**src/rtl/coal_pkg.sv**
```systemverilog
// Shared constants for the interrupt coalescer.
// Assumes the clock rates are given in Hz and that CLK_HZ >= TICK_HZ.
package coal_pkg;

    localparam int unsigned DEF_CLK_HZ  = 100_000_000;
    localparam int unsigned DEF_TICK_HZ = 50_000_000;

    // Core cycles per timer tick, never below 1.
    function automatic int unsigned tick_div(input int unsigned clk_hz,
                                             input int unsigned tick_hz);
        int unsigned d;
        d = (tick_hz == 0) ? 1 : clk_hz / tick_hz;
        return (d == 0) ? 1 : d;
    endfunction

endpackage

```
**src/rtl/coal_prescaler.sv**
```systemverilog
// Produces a one-cycle tick enable every DIV core cycles.
// A restart zeroes the phase, so the first tick arrives DIV cycles later.
// Assumes DIV >= 1; with DIV == 1 the tick is asserted every cycle.
module coal_prescaler #(
    parameter int unsigned DIV = 2
) (
    input  logic clk,
    input  logic rst_n,
    input  logic restart,
    output logic tick
);
    localparam int unsigned PW = (DIV > 1) ? $clog2(DIV) : 1;

    generate
        if (DIV <= 1) begin : g_pass
            assign tick = 1'b1;
        end else begin : g_div
            logic [PW-1:0] phase;

            // Phase counter: wraps at DIV-1, zeroed on restart.
            always_ff @(posedge clk) begin
                if (!rst_n || restart)
                    phase <= '0;
                else if (phase == PW'(DIV - 1))
                    phase <= '0;
                else
                    phase <= phase + 1'b1;
            end

            assign tick = (phase == PW'(DIV - 1));

            a_r6_tick_spacing: assert property (@(posedge clk) disable iff (!rst_n)
                tick |=> !tick);
        end
    endgenerate

endmodule

```
**src/rtl/coal_delay_timer.sv**
```systemverilog
// Down-counting delay timer. A load presets it. Each tick lowers it by one
// while it is nonzero, and it holds at zero. Expiry is a one-cycle pulse for
// the step from 1 to 0, and a load in the same cycle cancels it.
module coal_delay_timer #(
    parameter int unsigned W = 8
) (
    input  logic         clk,
    input  logic         rst_n,
    input  logic         tick,
    input  logic         load,
    input  logic [W-1:0] load_val,
    output logic [W-1:0] cnt,
    output logic         expire
);
    // Timer register: load first, otherwise step down on tick.
    always_ff @(posedge clk) begin
        if (!rst_n)
            cnt <= '0;
        else if (load)
            cnt <= load_val;
        else if (tick && cnt != '0)
            cnt <= cnt - 1'b1;
    end

    assign expire = tick && !load && (cnt == W'(1));

    a_r6_hold_zero: assert property (@(posedge clk) disable iff (!rst_n)
        (cnt == '0 && !load) |=> cnt == '0);
    a_r6_no_tick_stable: assert property (@(posedge clk) disable iff (!rst_n)
        (!tick && !load) |=> $stable(cnt));
    a_r5_load: assert property (@(posedge clk) disable iff (!rst_n)
        load |=> cnt == $past(load_val));

endmodule

```
**src/rtl/coal_pkt_counter.sv**
```systemverilog
// Batch counter: counts finished packets down and presets itself from the
// batch size at the end of a batch or on an external reload. A reload beats
// a packet in the same cycle. Reset value is RST_VAL.
module coal_pkt_counter #(
    parameter int unsigned W       = 8,
    parameter int unsigned RST_VAL = 1
) (
    input  logic         clk,
    input  logic         rst_n,
    input  logic         reload,
    input  logic         dec,
    input  logic [W-1:0] thr,
    output logic [W-1:0] cnt,
    output logic         hit
);
    assign hit = dec && !reload && (cnt == W'(1));

    // Count register: reload, batch end, or step down.
    always_ff @(posedge clk) begin
        if (!rst_n)
            cnt <= W'(RST_VAL);
        else if (reload || hit)
            cnt <= thr;
        else if (dec)
            cnt <= cnt - 1'b1;
    end

    a_r3_decrement: assert property (@(posedge clk) disable iff (!rst_n)
        (dec && !reload && cnt != W'(1)) |=> cnt == $past(cnt) - 1'b1);
    a_r4_batch_end: assert property (@(posedge clk) disable iff (!rst_n)
        hit |=> cnt == $past(thr));

endmodule

```
**src/rtl/coal_sticky_flag.sv**
```systemverilog
// Sticky interrupt flag: set wins over a clear in the same cycle.
module coal_sticky_flag (
    input  logic clk,
    input  logic rst_n,
    input  logic set,
    input  logic clr,
    output logic q
);
    // Flag register with set priority.
    always_ff @(posedge clk) begin
        if (!rst_n)
            q <= 1'b0;
        else if (set)
            q <= 1'b1;
        else if (clr)
            q <= 1'b0;
    end

    a_r9_set_wins: assert property (@(posedge clk) disable iff (!rst_n)
        set |=> q);
    a_r9_sticky: assert property (@(posedge clk) disable iff (!rst_n)
        (q && !clr) |=> q);

endmodule

```
**src/rtl/coal_irq_timer.sv**
```systemverilog
// Per-channel interrupt coalescer: batch counter, delay timer, prescaler
// and two sticky flags. Batch size and delay are captured from the control
// word on a control write. Assumes ctrl_wr, pkt_done and the clears are
// one-cycle strobes from logic synchronous to clk.
module coal_irq_timer
    import coal_pkg::*;
#(
    parameter int unsigned CLK_HZ  = DEF_CLK_HZ,
    parameter int unsigned TICK_HZ = DEF_TICK_HZ,
    parameter int unsigned CTRL_W  = 32,
    parameter int unsigned CNT_W   = 8,
    parameter int unsigned DLY_W   = 8,
    parameter int unsigned THR_LSB = 16,
    parameter int unsigned DLY_LSB = 24
) (
    input  logic              clk,
    input  logic              rst_n,
    input  logic [CTRL_W-1:0] ctrl_word,
    input  logic              ctrl_wr,
    input  logic              pkt_done,
    input  logic              clr_cmpl,
    input  logic              clr_dly,
    output logic              irq_cmpl,
    output logic              irq_dly,
    output logic [CNT_W-1:0]  pkt_left,
    output logic [DLY_W-1:0]  dly_left
);
    localparam int unsigned DIV = tick_div(CLK_HZ, TICK_HZ);

    logic [CNT_W-1:0] thr_q, thr_eff;
    logic [DLY_W-1:0] dly_q, dly_eff;
    logic             tick, tmr_load, expire, batch_hit;

    // Captured batch size and delay; batch size resets to 1.
    always_ff @(posedge clk) begin
        if (!rst_n) begin
            thr_q <= CNT_W'(1);
            dly_q <= '0;
        end else if (ctrl_wr) begin
            thr_q <= ctrl_word[THR_LSB +: CNT_W];
            dly_q <= ctrl_word[DLY_LSB +: DLY_W];
        end
    end

    // Settings in force this cycle, counting a write now in progress.
    always_comb begin
        thr_eff = ctrl_wr ? ctrl_word[THR_LSB +: CNT_W] : thr_q;
        dly_eff = ctrl_wr ? ctrl_word[DLY_LSB +: DLY_W] : dly_q;
    end

    assign tmr_load = pkt_done && (dly_eff != '0);

    coal_prescaler #(.DIV(DIV)) u_presc (
        .clk(clk), .rst_n(rst_n), .restart(tmr_load), .tick(tick)
    );

    coal_delay_timer #(.W(DLY_W)) u_timer (
        .clk(clk), .rst_n(rst_n), .tick(tick), .load(tmr_load),
        .load_val(dly_eff), .cnt(dly_left), .expire(expire)
    );

    coal_pkt_counter #(.W(CNT_W), .RST_VAL(1)) u_count (
        .clk(clk), .rst_n(rst_n), .reload(ctrl_wr || expire),
        .dec(pkt_done), .thr(thr_eff), .cnt(pkt_left), .hit(batch_hit)
    );

    coal_sticky_flag u_flag_cmpl (
        .clk(clk), .rst_n(rst_n), .set(batch_hit), .clr(clr_cmpl), .q(irq_cmpl)
    );

    coal_sticky_flag u_flag_dly (
        .clk(clk), .rst_n(rst_n), .set(expire), .clr(clr_dly), .q(irq_dly)
    );

    a_r2_ctrl_preset: assert property (@(posedge clk) disable iff (!rst_n)
        ctrl_wr |=> pkt_left == $past(ctrl_word[THR_LSB +: CNT_W]));
    a_r7_expiry_preset: assert property (@(posedge clk) disable iff (!rst_n)
        (expire && !ctrl_wr) |=> (pkt_left == $past(thr_q)) && irq_dly);
    a_r8_no_delay_no_flag: assert property (@(posedge clk) disable iff (!rst_n)
        (dly_left == '0 && !tmr_load && !irq_dly) |=> !irq_dly);
    a_r10_ctrl_keeps_flags: assert property (@(posedge clk) disable iff (!rst_n)
        (ctrl_wr && irq_cmpl && irq_dly && !clr_cmpl && !clr_dly) |=> irq_cmpl && irq_dly);

endmodule

```
**config.mk**
```make
export PLATFORM = sky130hd
export DESIGN_NAME = coal_irq_timer
export DESIGN_NICKNAME = d
export VERILOG_FILES = /design/src/rtl/coal_pkg.sv /design/src/rtl/coal_prescaler.sv /design/src/rtl/coal_delay_timer.sv /design/src/rtl/coal_pkt_counter.sv /design/src/rtl/coal_sticky_flag.sv /design/src/rtl/coal_irq_timer.sv
export SDC_FILE = /design/constraint.sdc
export NUM_CORES = 1
export LEC_CHECK = 0
export BUFFER_PORTS_ARGS = -buffer_cell sky130_fd_sc_hd__buf_2
export CORE_MARGIN = 3
export CORE_UTILIZATION = 46
export CTS_CLUSTER_SIZE = 8
export DETAILED_ROUTE_END_ITERATION = 8
export PLACE_DENSITY_LB_ADDON = 0.2
export SKIP_CTS_REPAIR_TIMING = 1
export SYNTH_ARGS = -nofsm -noshare
export SYNTH_HDL_FRONTEND = slang
export SYNTH_HIERARCHICAL = 1
export SYNTH_SLANG_ARGS = --single-unit
```
**constraint.sdc**
```tcl
create_clock -name clk -period 2.5 [get_ports clk]
set_input_delay 0.125 -clock clk [delete_from_list [all_inputs] [get_ports clk]]
set_output_delay 0.125 -clock clk [all_outputs]
set_load 0.05 [all_outputs]
```
Word level (Yosys, flattened, before mapping)
Cells that the tools add are included.
{"block": "classes", "eq_ne": 2, "mux": 10, "reduce_logical": 19, "addsub": 3}
{"op": "$mux W8", "n": 6}
{"op": "$eq A8 B1 Y1 const B", "n": 2}
{"op": "$reduce_bool A8 Y1", "n": 2}
{"op": "$sub A8 B1 Y8 const B", "n": 2}
{"op": "$reduce_bool A2 Y1", "n": 4}
{"op": "$logic_and A1 B1 Y1", "n": 6}
{"op": "$mux W1", "n": 4}
{"op": "$logic_not A1 Y1", "n": 3}
{"op": "$logic_or A1 B1 Y1", "n": 3}
{"op": "$reduce_or A2 Y1", "n": 1}
{"op": "$add A1 B1 Y1 const B", "n": 1}
{"block": "word_totals", "out_inout_bits": 18, "reg_bits": 35, "input_bits": 38, "wordCells": 41}

Logic depth before layout (Yosys ltp)
Gate-level depths: netlist of run 1.
{"block": "logic_depth", "ltp_word": 12, "ltp_mapped": 12, "ltp_nobuf": 10}

By module
The synthesis of run 1 kept the hierarchy.
{"mod": "coal_irq_timer", "instances": 1, "seq_area_each_um2": 320.3, "area_per_inst_um2": 671.9, "cells_each": 59}
{"mod": "coal_delay_timer", "instances": 1, "seq_area_each_um2": 160.2, "area_per_inst_um2": 545.5, "cells_each": 70}
{"mod": "coal_pkt_counter", "instances": 1, "seq_area_each_um2": 160.2, "area_per_inst_um2": 534.3, "cells_each": 56}
{"mod": "coal_sticky_flag", "instances": 2, "seq_area_each_um2": 20.0, "area_per_inst_um2": 41.3, "cells_each": 3}
{"mod": "coal_prescaler", "instances": 1, "seq_area_each_um2": 20.0, "area_per_inst_um2": 32.5, "cells_each": 2}

Worst setup path after synthesis of run 1
Ideal clock, no wire load.
{"block": "synth_path", "path_kind": "register -> register", "start": "register dly_q[2]", "end": "register u_count.cnt[2]", "arrival_ns": 2.277, "period_less_slack_ns": 2.393, "setup_time_ns": 0.116, "path_slack_ns": 0.107, "t_required_ns": 2.384, "stages_incl_launch_ff": 10, "n_path_buf": 1, "cell_sequence": "dfxtp_1 > or4_1 > o311a_1 > nor2_1 > nand2_1 > nor4_1 > or2_2 > a21oi_2 > buf_6 > o211a_1"}
{"block": "synth_between", "elab_chain_len": 12, "word_cells_on_any_way": 13, "cone_classes": "mux (2); reduce/logical (11)"}
{"element": "start: declaration", "line": "coal_irq_timer.sv:31", "text": "logic [DLY_W-1:0] dly_q, dly_eff;"}
{"element": "start signal: assignment", "line": "coal_irq_timer.sv:41", "text": "dly_q <= ctrl_word[DLY_LSB +: DLY_W];"}
{"element": "$mux W8 (*)"}
{"element": "$reduce_bool A8 Y1 (*)", "line": "coal_irq_timer.sv:51", "text": "assign tmr_load = pkt_done && (dly_eff != '0);"}
{"element": "$logic_and A1 B1 Y1 (*)", "line": "coal_irq_timer.sv:51"}
{"element": "net tmr_load", "line": "coal_irq_timer.sv:32", "text": "logic tick, tmr_load, expire, batch_hit;"}
{"element": "$logic_not A1 Y1 (*)", "line": "coal_delay_timer.sv:25", "text": "assign expire = tick && !load && (cnt == W'(1));"}
{"element": "$logic_and A1 B1 Y1 (*) (2 in series)", "line": "coal_delay_timer.sv:25"}
{"element": "net expire", "line": "coal_irq_timer.sv:32"}
{"element": "$logic_or A1 B1 Y1 (*)", "line": "coal_irq_timer.sv:63", "text": ".clk(clk), .rst_n(rst_n), .reload(ctrl_wr || expire),"}
{"element": "$logic_not A1 Y1", "line": "coal_pkt_counter.sv:16", "text": "assign hit = dec && !reload && (cnt == W'(1));"}
{"element": "$logic_and A1 B1 Y1 (2 in series)", "line": "coal_pkt_counter.sv:16"}
{"element": "$logic_or A1 B1 Y1 (*)", "line": "coal_pkt_counter.sv:22", "text": "else if (reload || hit)"}
{"element": "$mux W8 or $reduce_bool A2 Y1 (tied branches)"}
{"element": "end signal: assignment", "line": "coal_pkt_counter.sv:21", "text": "cnt <= W'(RST_VAL);"}
{"element": "end signal: assignment", "line": "coal_pkt_counter.sv:23", "text": "cnt <= thr;"}
{"element": "end signal: assignment", "line": "coal_pkt_counter.sv:25", "text": "cnt <= cnt - 1'b1;"}
{"element": "end: declaration", "line": "coal_pkt_counter.sv:13", "text": "output logic [W-1:0] cnt,"}
The timed path passes the listed nets; every way through them passes the cells marked *.
A chain may end at the register's enable or synchronous reset.

Final worst setup path of run 1
{"block": "layout_path", "start": "register dly_q[2]", "end": "register u_count.cnt[7]"}
The elaborated chain is that of the path after synthesis.

==> run metrics, run 1 <==
vertical die dimension 69.7 um; Starting Density 0.491; most used flip-flop cell after synthesis sky130_fd_sc_hd__dfxtp_1; placed wire-length estimate 2660 um; post-synthesis instance total 193; vias in the first global route 1352; CTS sink count 35; launch point of the worst reg-to-reg path dly_q[2]; hold violation count in the final report 0; class of the tightest hold or removal check input pin to register; final wirelength 3610 um; Net Count, Synth 235; fraction of layout cells with a size suffix above 1 0.361; clock skew 0.00257 ns; Max Freq 435 MHz; FF-to-FF path depth 10; leakage power total 0.976 nW; final setup fails 0; synthesized-area fraction occupied by xor and xnor cells 0.0282; number of synthesized register bits 35; number of nets in the final layout 280; area of combinational cells with multiple inputs 1090 um^2; Worst EP required 2.71 ns; per-instance average area after synthesis 9.67 um^2; number of buffers on the longest clock path 2; count of port buffers added during placement 39; result of the run complete, no violations; wire length of the first global-routing pass 6220 um; Setup Total Neg Slack 0 ns; worst rel slew slack 0.614; top-level I/O count 56; Clock transition at path regs 0.06 ns; critical setup path kind register to register; Rows 22; Worst Tran Pin Value 0.580 ns; fraction of synthesis flops using an asynchronous set or reset pin 0; final-report max-slew violation count 0; worst ir drop on vdd 318 uV; worst path setup slack after routing 0.200 ns; total number of vias 1487; weighted congestion reported at the end of routability-driven placement 0.787; number of search-and-repair iterations in the first detailed-routing pass 4; sequential cell area in the final layout 701 um^2; master cell of the clock root buffer sky130_fd_sc_hd__clkbuf_8; adder-cell area share of the yosys netlist 0.0268; post-route clock period utilization 0.920; average wire per standard cell 12.6 um; number of DRC markers in iteration 0 89; area overhead of the layout relative to synthesis 18.5%; worst setup path startpoint dly_q[2]; crit path capture u_count/cnt[7]; internal reg-to-reg setup slack 0.20 ns; number of unique standard cell types used by synthesis 52; global route total overflow 0; reg2reg end u_count/cnt[7]; leading cell type in the layout, fill and taps excluded sky130_fd_sc_hd__buf_2; initial antenna violation count 0; clock tree from TritonCTS done; post-synthesis share of cell area spent on and, or, nand and nor gates 0.267; Max-Cap Viols 0; DIE WIDTH 69.7 um; number of nets still failing antenna checks after routing 0; compound-gate portion of the synthesized area 0.143; endpoint arrival time on the critical path 2.51 ns; Power Dens Cells 687 nW/um^2; combined area of all synthesized cells 1870 um^2; remaining design rule violation count 0; maximum fanout count along the critical path 13; floorplan core area 3800 um^2; CP Launch Type register; pin count of the biggest net entering global routing 39; main combinational cell family by area after synthesis simple AND/OR/NAND/NOR gates; average via count per standard cell 5.20; Setup Slack @ Placement 0.153 ns; CP Capture Type register; number of inserted diodes 0; number of buffers inserted during clock tree synthesis 5; post-synthesis mux area share 0.118; part of the Yosys area used for sequential elements 0.375; commonest non-fill, non-tap cells in the layout 39 x sky130_fd_sc_hd__buf_2, 35 x sky130_fd_sc_hd__dfxtp_1, 16 x sky130_fd_sc_hd__mux2_2; clock latency on the worst-skew pair 0.28 ns; minimum clock period after layout 2.30 ns; GRT Resource Usage Total 0.157; count of filler cells inserted in the layout 340; number of synthesized flops with an enable pin 0; unrepaired setup endpoints after global routing no; # H-tree levels 2; Die Area 4860 um^2; number of warnings printed during yosys synthesis 6
==> Yosys cell counts, drive strengths merged, types with 2 or more instances <==
cell type  number  area, um^2
dfxtp          35         701
mux2           16         180
nand2          16        62.6
and2           15        93.8
nor2           11        41.3
o21ai          10        50.1
a21oi           8        43.8
inv             8        30.0
nand3           6        30.0
nor4            5        52.6
buf             4        37.5
ha              4        50.1
mux2i           4        40.0
nor3            4        31.3
xor2            4        35.0
a31oi           3        25.0
clkbuf          3        11.3
nor2b           3        33.8
o211a           3        30.0
o31ai           3        22.5
a31o            2        17.5
nand2b          2        12.5
nor3b           2        31.3
o21a            2        15.0
or2             2        12.5
or4             2        15.0
xnor2           2        17.5
==> report_power, final <==
group | switching (mW) | internal [mW] | total [mW]
logic | 0.274 | 0.178 | 0.452
registers | 0.0598 | 0.606 | 0.666
clock network | 0.185 | 0.216 | 0.401
==> flip-flops by register name (all words and copies together), names as in the netlist <==
register / count
dly_q: 8
u_count/cnt: 8
u_flag_cmpl/q: 1
thr_q: 8
u_presc/tick: 1
u_timer/cnt: 8
u_flag_dly/q: 1
==> per-stage QoR <==
stage / std cells / util / area (um^2) / power, mW / hold slack (ns)
after CTS: 286 / 0.581 / 2210 / 1.54 / 0.168
final: 286 / 0.582 / 2210 / 1.52 / 0.174
after global placement: 279 / 0.558 / 2120 / 1.13 / 0.456
after detailed placement: 279 / 0.558 / 2120 / 1.13 / 0.462
after floorplan: 193 / - / 1870 / 1.02 / 0.187
after global routing: 286 / 0.582 / 2210 / 1.61 / 0.179
==> worst min path at each step <==
stage | startpoint | to | slack [ns] | cells past startpoint
5_1_grt | clr_dly | u_flag_dly/q | 0.18 | 3
2_1_floorplan | rst_n | u_count/cnt[0] | 0.19 | 1
6_report | clr_dly | u_flag_dly/q | 0.17 | 3
4_1_cts | clr_dly | u_flag_dly/q | 0.17 | 3
3_3_place_gp | clr_dly | u_flag_dly/q | 0.46 | 3
3_5_place_dp | clr_dly | u_flag_dly/q | 0.46 | 3
==> critical path, cell delays in order, from the launching register on <==
cell,delay (ns)
sky130_fd_sc_hd__dfxtp_1,0.31
sky130_fd_sc_hd__or4_1,0.53
sky130_fd_sc_hd__o311a_1,0.36
sky130_fd_sc_hd__nor2_1,0.14
sky130_fd_sc_hd__nand2_1,0.08
sky130_fd_sc_hd__nor4_2,0.12
sky130_fd_sc_hd__buf_4,0.15
sky130_fd_sc_hd__or2_2,0.11
sky130_fd_sc_hd__a21oi_2,0.10
sky130_fd_sc_hd__nand2b_1,0.20
sky130_fd_sc_hd__a21oi_1,0.12
==> cell families (layout without fill, tap and decap cells) <==
group	Yosys count	count (layout)
multiplexers	20	20
adder cells (fa/ha/maj)	4	4
flip-flops	35	35
buffers and inverters	15	60
XOR/XNOR	6	6
AND/OR/NAND/NOR	75	75
AO/OA/AOI/OAI	38	38
==> area by class of cell <==
cell class	count	share of cell area
multi-input cells	143	0.494
clock inverters	1	0.00226
flip-flops and latches	35	0.317
clock buffers	6	0.0373
repair buffers	45	0.109
inverters	8	0.0136
well taps	48	0.0271
==> metal layers <==
metal,GRT usage,wire length [um],up-vias
li1,-,-,772
met4,0.0723,74,0
met1,0.224,1840,680
met3,0.0406,171,7
met5,0,0,-
met2,0.219,1520,28
Note: power is estimated with default switching activity, not from simulation.
==> run 2: changes to the inputs <==
--- a/config.mk
+++ b/config.mk
@@ -7,7 +7,7 @@
 export LEC_CHECK = 0
 export BUFFER_PORTS_ARGS = -buffer_cell sky130_fd_sc_hd__buf_2
 export CORE_MARGIN = 3
-export CORE_UTILIZATION = 46
+export CORE_UTILIZATION = 55
 export CTS_CLUSTER_SIZE = 8
 export DETAILED_ROUTE_END_ITERATION = 8
 export PLACE_DENSITY_LB_ADDON = 0.2
==> constraint.sdc (replaced) <==
create_clock -name clk -period 2.9 [get_ports clk]
set_input_delay 0.145 -clock clk [delete_from_list [all_inputs] [get_ports clk]]
set_output_delay 0.145 -clock clk [all_outputs]
set_load 0.05 [all_outputs]
==> run 2 against run 1 <==
  * Critical path depth shrank 1
  * Global-route usage is 5.5 points higher
  * Via count is 6.8% higher
  * Clock power fell by 37%
  * Fmax down 6.2%
  * Clock skew up 0.0069 ns
  * First-iteration DRC count is 18% higher
  * Total power shrank 20%
  * Combinational power decreased by 14%
==> run metrics, run 2 (synthesis results as in run 1) <==
fraction of power consumed by sequential logic 0.474 (+0.035); DIE WIDTH 64.3 um (-7.8%); hold violation count in the final report 0 (unchanged); Worst EP required 3.18 ns (+0.47 ns); critical setup path kind register to register; vertical die dimension 64.3 um (-7.8%); remaining design rule violation count 0 (unchanged); GRT Resource Usage Total 0.212 (+0.0546); floorplan core area 3150 um^2 (-17%); reg2reg end u_count/cnt[7]; number of nets in the final layout 276 (-1.4%); unrepaired setup endpoints after global routing no; clock tree from TritonCTS done; wire length of the first global-routing pass 6910 um (+11%); average wire per standard cell 14.5 um (+15%); CP Capture Type register; clock latency on the worst-skew pair 0.34 ns (+0.06 ns); worst ir drop on vdd 430 uV (+35%); Clock transition at path regs 0.11 ns (+0.05 ns); total number of vias 1588 (+6.8%); post-route clock period utilization 0.846 (-0.0746); worst path bufs/invs 0 (-1); top-level I/O count 56 (unchanged); final-report max-slew violation count 0 (unchanged); Top Usage Layer GRT met2; Power Dens Cells 573 nW/um^2 (-17%); endpoint arrival time on the critical path 2.73 ns (+0.22 ns); WHS Endpoint u_flag_dly/q; Setup Total Neg Slack 0 ns (unchanged); number of cells on the worst hold path 3 (unchanged); maximum fanout count along the critical path 13 (unchanged); internal reg-to-reg setup slack 0.45 ns (+0.25 ns); number of inserted diodes 0 (unchanged); vias in the first global route 1644 (+22%); placed wire-length estimate 2940 um (+11%); launch point of the worst reg-to-reg path dly_q[2]; final setup fails 0 (unchanged); post-route cell area 2130 um^2 (-3.6%); Rows 20 (-9.1%); clock skew 0.00949 ns (+0.00692 ns); leading cell type in the layout, fill and taps excluded sky130_fd_sc_hd__buf_2; number of DRC markers in iteration 0 105 (+18%); final wirelength 4040 um (+12%); critical path's slowest cell sky130_fd_sc_hd__or4_1; Final Instance Count excl. Fillers 279 (-2.4%); pin count of the biggest net entering global routing 39 (unchanged); CP Launch Type register; met1 demand-to-capacity share in global routing 0.214 (-0.0103); number of nets still failing antenna checks after routing 0 (unchanged); class of the tightest hold or removal check input pin to register; average via count per standard cell 5.69 (+9.5%); number of placed instances, taps included 271 (-2.9%); FF-to-FF path depth 9 (-1); fraction of power consumed by the clock network 0.207 (-0.057); result of the run complete, no violations; fraction of layout cells with a size suffix above 1 0.340 (-0.0209); number of search-and-repair iterations in the first detailed-routing pass 4 (unchanged); # H-tree levels 2 (unchanged); Starting Density 0.592 (+0.101); number of buffers inserted during clock tree synthesis 5 (unchanged); leakage power total 0.937 nW (-3.9%); global route total overflow 0 (unchanged); Die Area 4130 um^2 (-15%); CTS sink count 35 (unchanged); area overhead of the layout relative to synthesis 14.3%; number of buffers on the longest clock path 2 (unchanged); share of power burned in combinational logic 0.320 (+0.022); weighted congestion reported at the end of routability-driven placement 0.851 (+8.1%); Switching Share 0.373 (+0.0314); count of port buffers added during placement 39 (unchanged); critical-path cell list or4_1 > o311a_1 > nor2_1 > nand2_1 > nor4_1 > or2_2 > a21oi_2 > nand2b_1 > a21oi_1; delay of the slowest cell on the worst path 0.51 ns (-0.02 ns); met2 Usage GRT 0.419 (+0.200); met3 track utilization from global routing 0.0387 (-0.00192); Worst Tran Pin Value 0.605 ns (+0.0254 ns); minimum clock period after layout 2.45 ns (+0.152 ns); critical path's top delay family simple AND/OR/NAND/NOR gates; post-placement cell area 2080 um^2 (-1.7%); commonest non-fill, non-tap cells in the layout 39 x sky130_fd_sc_hd__buf_2, 35 x sky130_fd_sc_hd__dfxtp_1, 16 x sky130_fd_sc_hd__mux2_2; Switching Power 0.455 mW (-12%); hold slack 0.135 ns (-0.0389 ns); initial antenna violation count 0 (unchanged); master cell of the clock root buffer sky130_fd_sc_hd__clkbuf_4; Max-Cap Viols 0 (unchanged); Internal Pwr Total 0.766 mW (-23%); Max Freq 408 MHz (-6.2%); worst rel slew slack 0.597 (-0.0170); Hold Crit Start clr_dly
run 2: worst max-delay path by stage:
| stage | from | slack, ns | to | cells past startpoint |
|---|---|---|---|---|
| 2_1_floorplan | dly_q[2] | 0.51 | u_count/cnt[2] | 9 |
| 3_3_place_gp | dly_q[2] | 0.48 | u_count/cnt[0] | 9 |
| 3_5_place_dp | dly_q[2] | 0.45 | u_count/cnt[0] | 9 |
| 4_1_cts | dly_q[2] | 0.44 | u_count/cnt[0] | 9 |
| 5_1_grt | dly_q[2] | 0.20 | u_count/cnt[0] | 9 |
| 6_report | dly_q[2] | 0.45 | u_count/cnt[7] | 9 |
run 2: layout make-up:
cell class	count	area (um^2)
multi-input combinational	143	1090
fill	279	1020
sequential	35	701
timing repair buffer	41	210
tap	44	55.1
clock buffer	7	45.0
inverter	8	30.0
clock inverter	1	5.00
run 2: through the flow:
step	total power, mW	utilization	setup slack [ns]
after CTS	1.23	0.677	0.437
final	1.22	0.677	0.448
after floorplan	0.883	-	0.507
after global placement	0.959	0.661	0.482
after global routing	1.29	0.677	0.199
after detailed placement	0.975	0.661	0.451
run 2: metal layers:
| metal | up-vias | part of all wire | wire (um) |
|---|---|---|---|
| li1 | 774 | - | - |
| met1 | 762 | 0.41 | 1640 |
| met2 | 44 | 0.54 | 2170 |
| met3 | 8 | 0.044 | 178 |
| met4 | 0 | 0.013 | 53 |
| met5 | - | 0 | 0 |
run 2: worst min-delay path, cell delays in order:
cell and delay (ns):
sky130_fd_sc_hd__buf_2 0.11, sky130_fd_sc_hd__nor2b_4 0.09, sky130_fd_sc_hd__o21a_1 0.10
run 2: power by group through the flow:
stage                     registers (mW)  clock network, mW  logic, mW
after CTS                          0.578              0.263      0.387
after detailed placement           0.589                  0      0.385
after global routing               0.587              0.279      0.422
after floorplan                    0.673                  0      0.210
after global placement             0.585                  0      0.375
final                              0.578              0.253      0.390
==> run 3: changes to the inputs <==
--- a/config.mk
+++ b/config.mk
@@ -7,7 +7,7 @@
 export LEC_CHECK = 0
 export BUFFER_PORTS_ARGS = -buffer_cell sky130_fd_sc_hd__buf_2
 export CORE_MARGIN = 3
-export CORE_UTILIZATION = 55
+export CORE_UTILIZATION = 51
 export CTS_CLUSTER_SIZE = 8
 export DETAILED_ROUTE_END_ITERATION = 8
 export PLACE_DENSITY_LB_ADDON = 0.2
==> constraint.sdc (replaced) <==
create_clock -name clk -period 2.55 [get_ports clk]
set_input_delay 0.1275 -clock clk [delete_from_list [all_inputs] [get_ports clk]]
set_output_delay 0.1275 -clock clk [all_outputs]
set_load 0.05 [all_outputs]
==> run 3 against run 2 <==
  * Clock power rose by 73%
  * Sequential power up 13%
  * Total power up 25%
  * Flip-flop and latch count is the same
  * Count of clock-buffer cells in the layout is 1 higher
  * Final cell count rose by 1.1%
  * Global-route usage fell by 2.3 points
==> run metrics, run 3 (synthesis results as in run 1) <==
global route total overflow 0 (unchanged); average via count per standard cell 5.35 (-6.0%); clock skew 0.00620 ns (-0.00329 ns); worst path setup slack after routing 0.196 ns (-0.252 ns); count of filler cells inserted in the layout 305 (+9.3%); fraction of layout cells with a size suffix above 1 0.352 (+0.0113); number of buffers inserted during clock tree synthesis 5 (unchanged); initial antenna violation count 0 (unchanged); floorplan core area 3440 um^2 (+9.2%); master cell of the clock root buffer sky130_fd_sc_hd__clkbuf_8; maximum fanout count along the critical path 13 (unchanged); hold slack 0.180 ns (+0.0450 ns); number of search-and-repair iterations in the first detailed-routing pass 4 (unchanged); remaining design rule violation count 0 (unchanged); clock latency on the worst-skew pair 0.29 ns (-0.05 ns); count of port buffers added during placement 39 (unchanged); # H-tree levels 2 (unchanged); pin count of the biggest net entering global routing 39 (unchanged); minimum clock period after layout 2.35 ns (-0.0978 ns); total number of vias 1508 (-5.0%); result of the run complete, no violations; number of inserted diodes 0 (unchanged); final setup fails 0 (unchanged); worst ir drop on vdd 479 uV (+12%); Rows 21 (+5.0%); average wire per standard cell 13.5 um (-7.1%); Power Dens Cells 697 nW/um^2 (+22%); DIE WIDTH 66.5 um (+3.5%); commonest non-fill, non-tap cells in the layout 39 x sky130_fd_sc_hd__buf_2, 35 x sky130_fd_sc_hd__dfxtp_1, 16 x sky130_fd_sc_hd__mux2_2; final wirelength 3790 um (-6.1%); hold violation count in the final report 0 (unchanged); post-route cell area 2200 um^2 (+3.1%); CTS sink count 35 (unchanged); Max Freq 425 MHz (+4.2%); placed wire-length estimate 2730 um (-7.2%); number of DRC markers in iteration 0 63 (-40%); top-level I/O count 56 (unchanged); endpoint arrival time on the critical path 2.57 ns (-0.16 ns); CP Launch Type register; final-report max-slew violation count 0 (unchanged); vertical die dimension 66.5 um (+3.5%); Final Util 0.639 (-0.0375); area overhead of the layout relative to synthesis 17.8%; Setup Slack @ Placement 0.0744 ns (-0.376 ns); Worst Tran Pin Value 0.612 ns (+0.00702 ns); GRT Resource Usage Total 0.189 (-0.0227); post-placement cell area 2090 um^2 (+0.48%); vias in the first global route 1392 (-15%); CP Capture Type register; number of nets still failing antenna checks after routing 0 (unchanged); number of nets in the final layout 277 (+0.36%); unrepaired setup endpoints after global routing no; Setup Total Neg Slack 0 ns (unchanged); worst rel slew slack 0.592 (-0.00468); class of the tightest hold or removal check input pin to register; number of buffers on the longest clock path 2 (unchanged); post-route clock period utilization 0.923 (+0.0777); Max-Cap Viols 0 (unchanged); clock tree from TritonCTS done; Die Area 4420 um^2 (+7.1%); Starting Density 0.542 (-0.0497); critical setup path kind register to register; Worst EP required 2.77 ns (-0.41 ns); leakage power total 0.965 nW (+2.9%); Clock transition at path regs 0.07 ns (-0.04 ns); wire length of the first global-routing pass 6310 um (-8.7%); leading cell type in the layout, fill and taps excluded sky130_fd_sc_hd__buf_2; weighted congestion reported at the end of routability-driven placement 0.776 (-8.8%)
[run 3: cell type report]
type	instances	area, um^2	area share
Clock buffer	8	100	0.0455
Timing Repair Buffer	42	218	0.0990
Tap cell	46	57.6	0.0262
Inverter	8	30.0	0.0137
Multi-Input combinational cell	143	1090	0.497
Sequential cell	35	701	0.319
[run 3: path summary, 6_finish.rpt]
check / endpoint / startpoint / slack, ns / cells past startpoint
worst max register to register: u_count/cnt[7] / dly_q[2] / 0.20 / 9
worst min register to register: u_timer/cnt[6] / u_timer/cnt[6] / 0.53 / 2
worst max-delay path: u_count/cnt[7] / dly_q[2] / 0.20 / 9
worst min-delay path: u_flag_dly/q / clr_dly / 0.18 / 3
[run 3: power by group]
part / total, mW / switching [mW] / internal (mW) / leakage, nW
Combinational: 0.440 / 0.269 / 0.171 / 0.624
Clock: 0.437 / 0.190 / 0.246 / 0.0515
Sequential: 0.656 / 0.0617 / 0.594 / 0.289
[run 3: routing by layer]
metal | vias up | wire length (um) | GRT usage | part of all wire
met4 | 0 | 56 | 0.0838 | 0.015
met1 | 700 | 1650 | 0.227 | 0.43
met2 | 33 | 1930 | 0.314 | 0.51
met5 | - | 0 | 0 | 0
met3 | 5 | 162 | 0.0506 | 0.043
li1 | 770 | - | - | -
[run 3: metrics by stage]
step	instances	total power [mW]
finish	282	1.53
global route	282	1.62
CTS	282	1.54
detailed placement	274	1.10
global placement	274	1.10
floorplan	193	1.00
[run 3: worst max-delay path: stages, from the launching register on]
cell and delay, ns:
sky130_fd_sc_hd__dfxtp_1 0.30, sky130_fd_sc_hd__or4_1 0.50, sky130_fd_sc_hd__o311a_1 0.36, sky130_fd_sc_hd__nor2_1 0.13, sky130_fd_sc_hd__nand2_1 0.08, sky130_fd_sc_hd__nor4_2 0.22, sky130_fd_sc_hd__or2_2 0.22, sky130_fd_sc_hd__a21oi_2 0.12
sky130_fd_sc_hd__nand2b_1 0.21, sky130_fd_sc_hd__a21oi_1 0.13
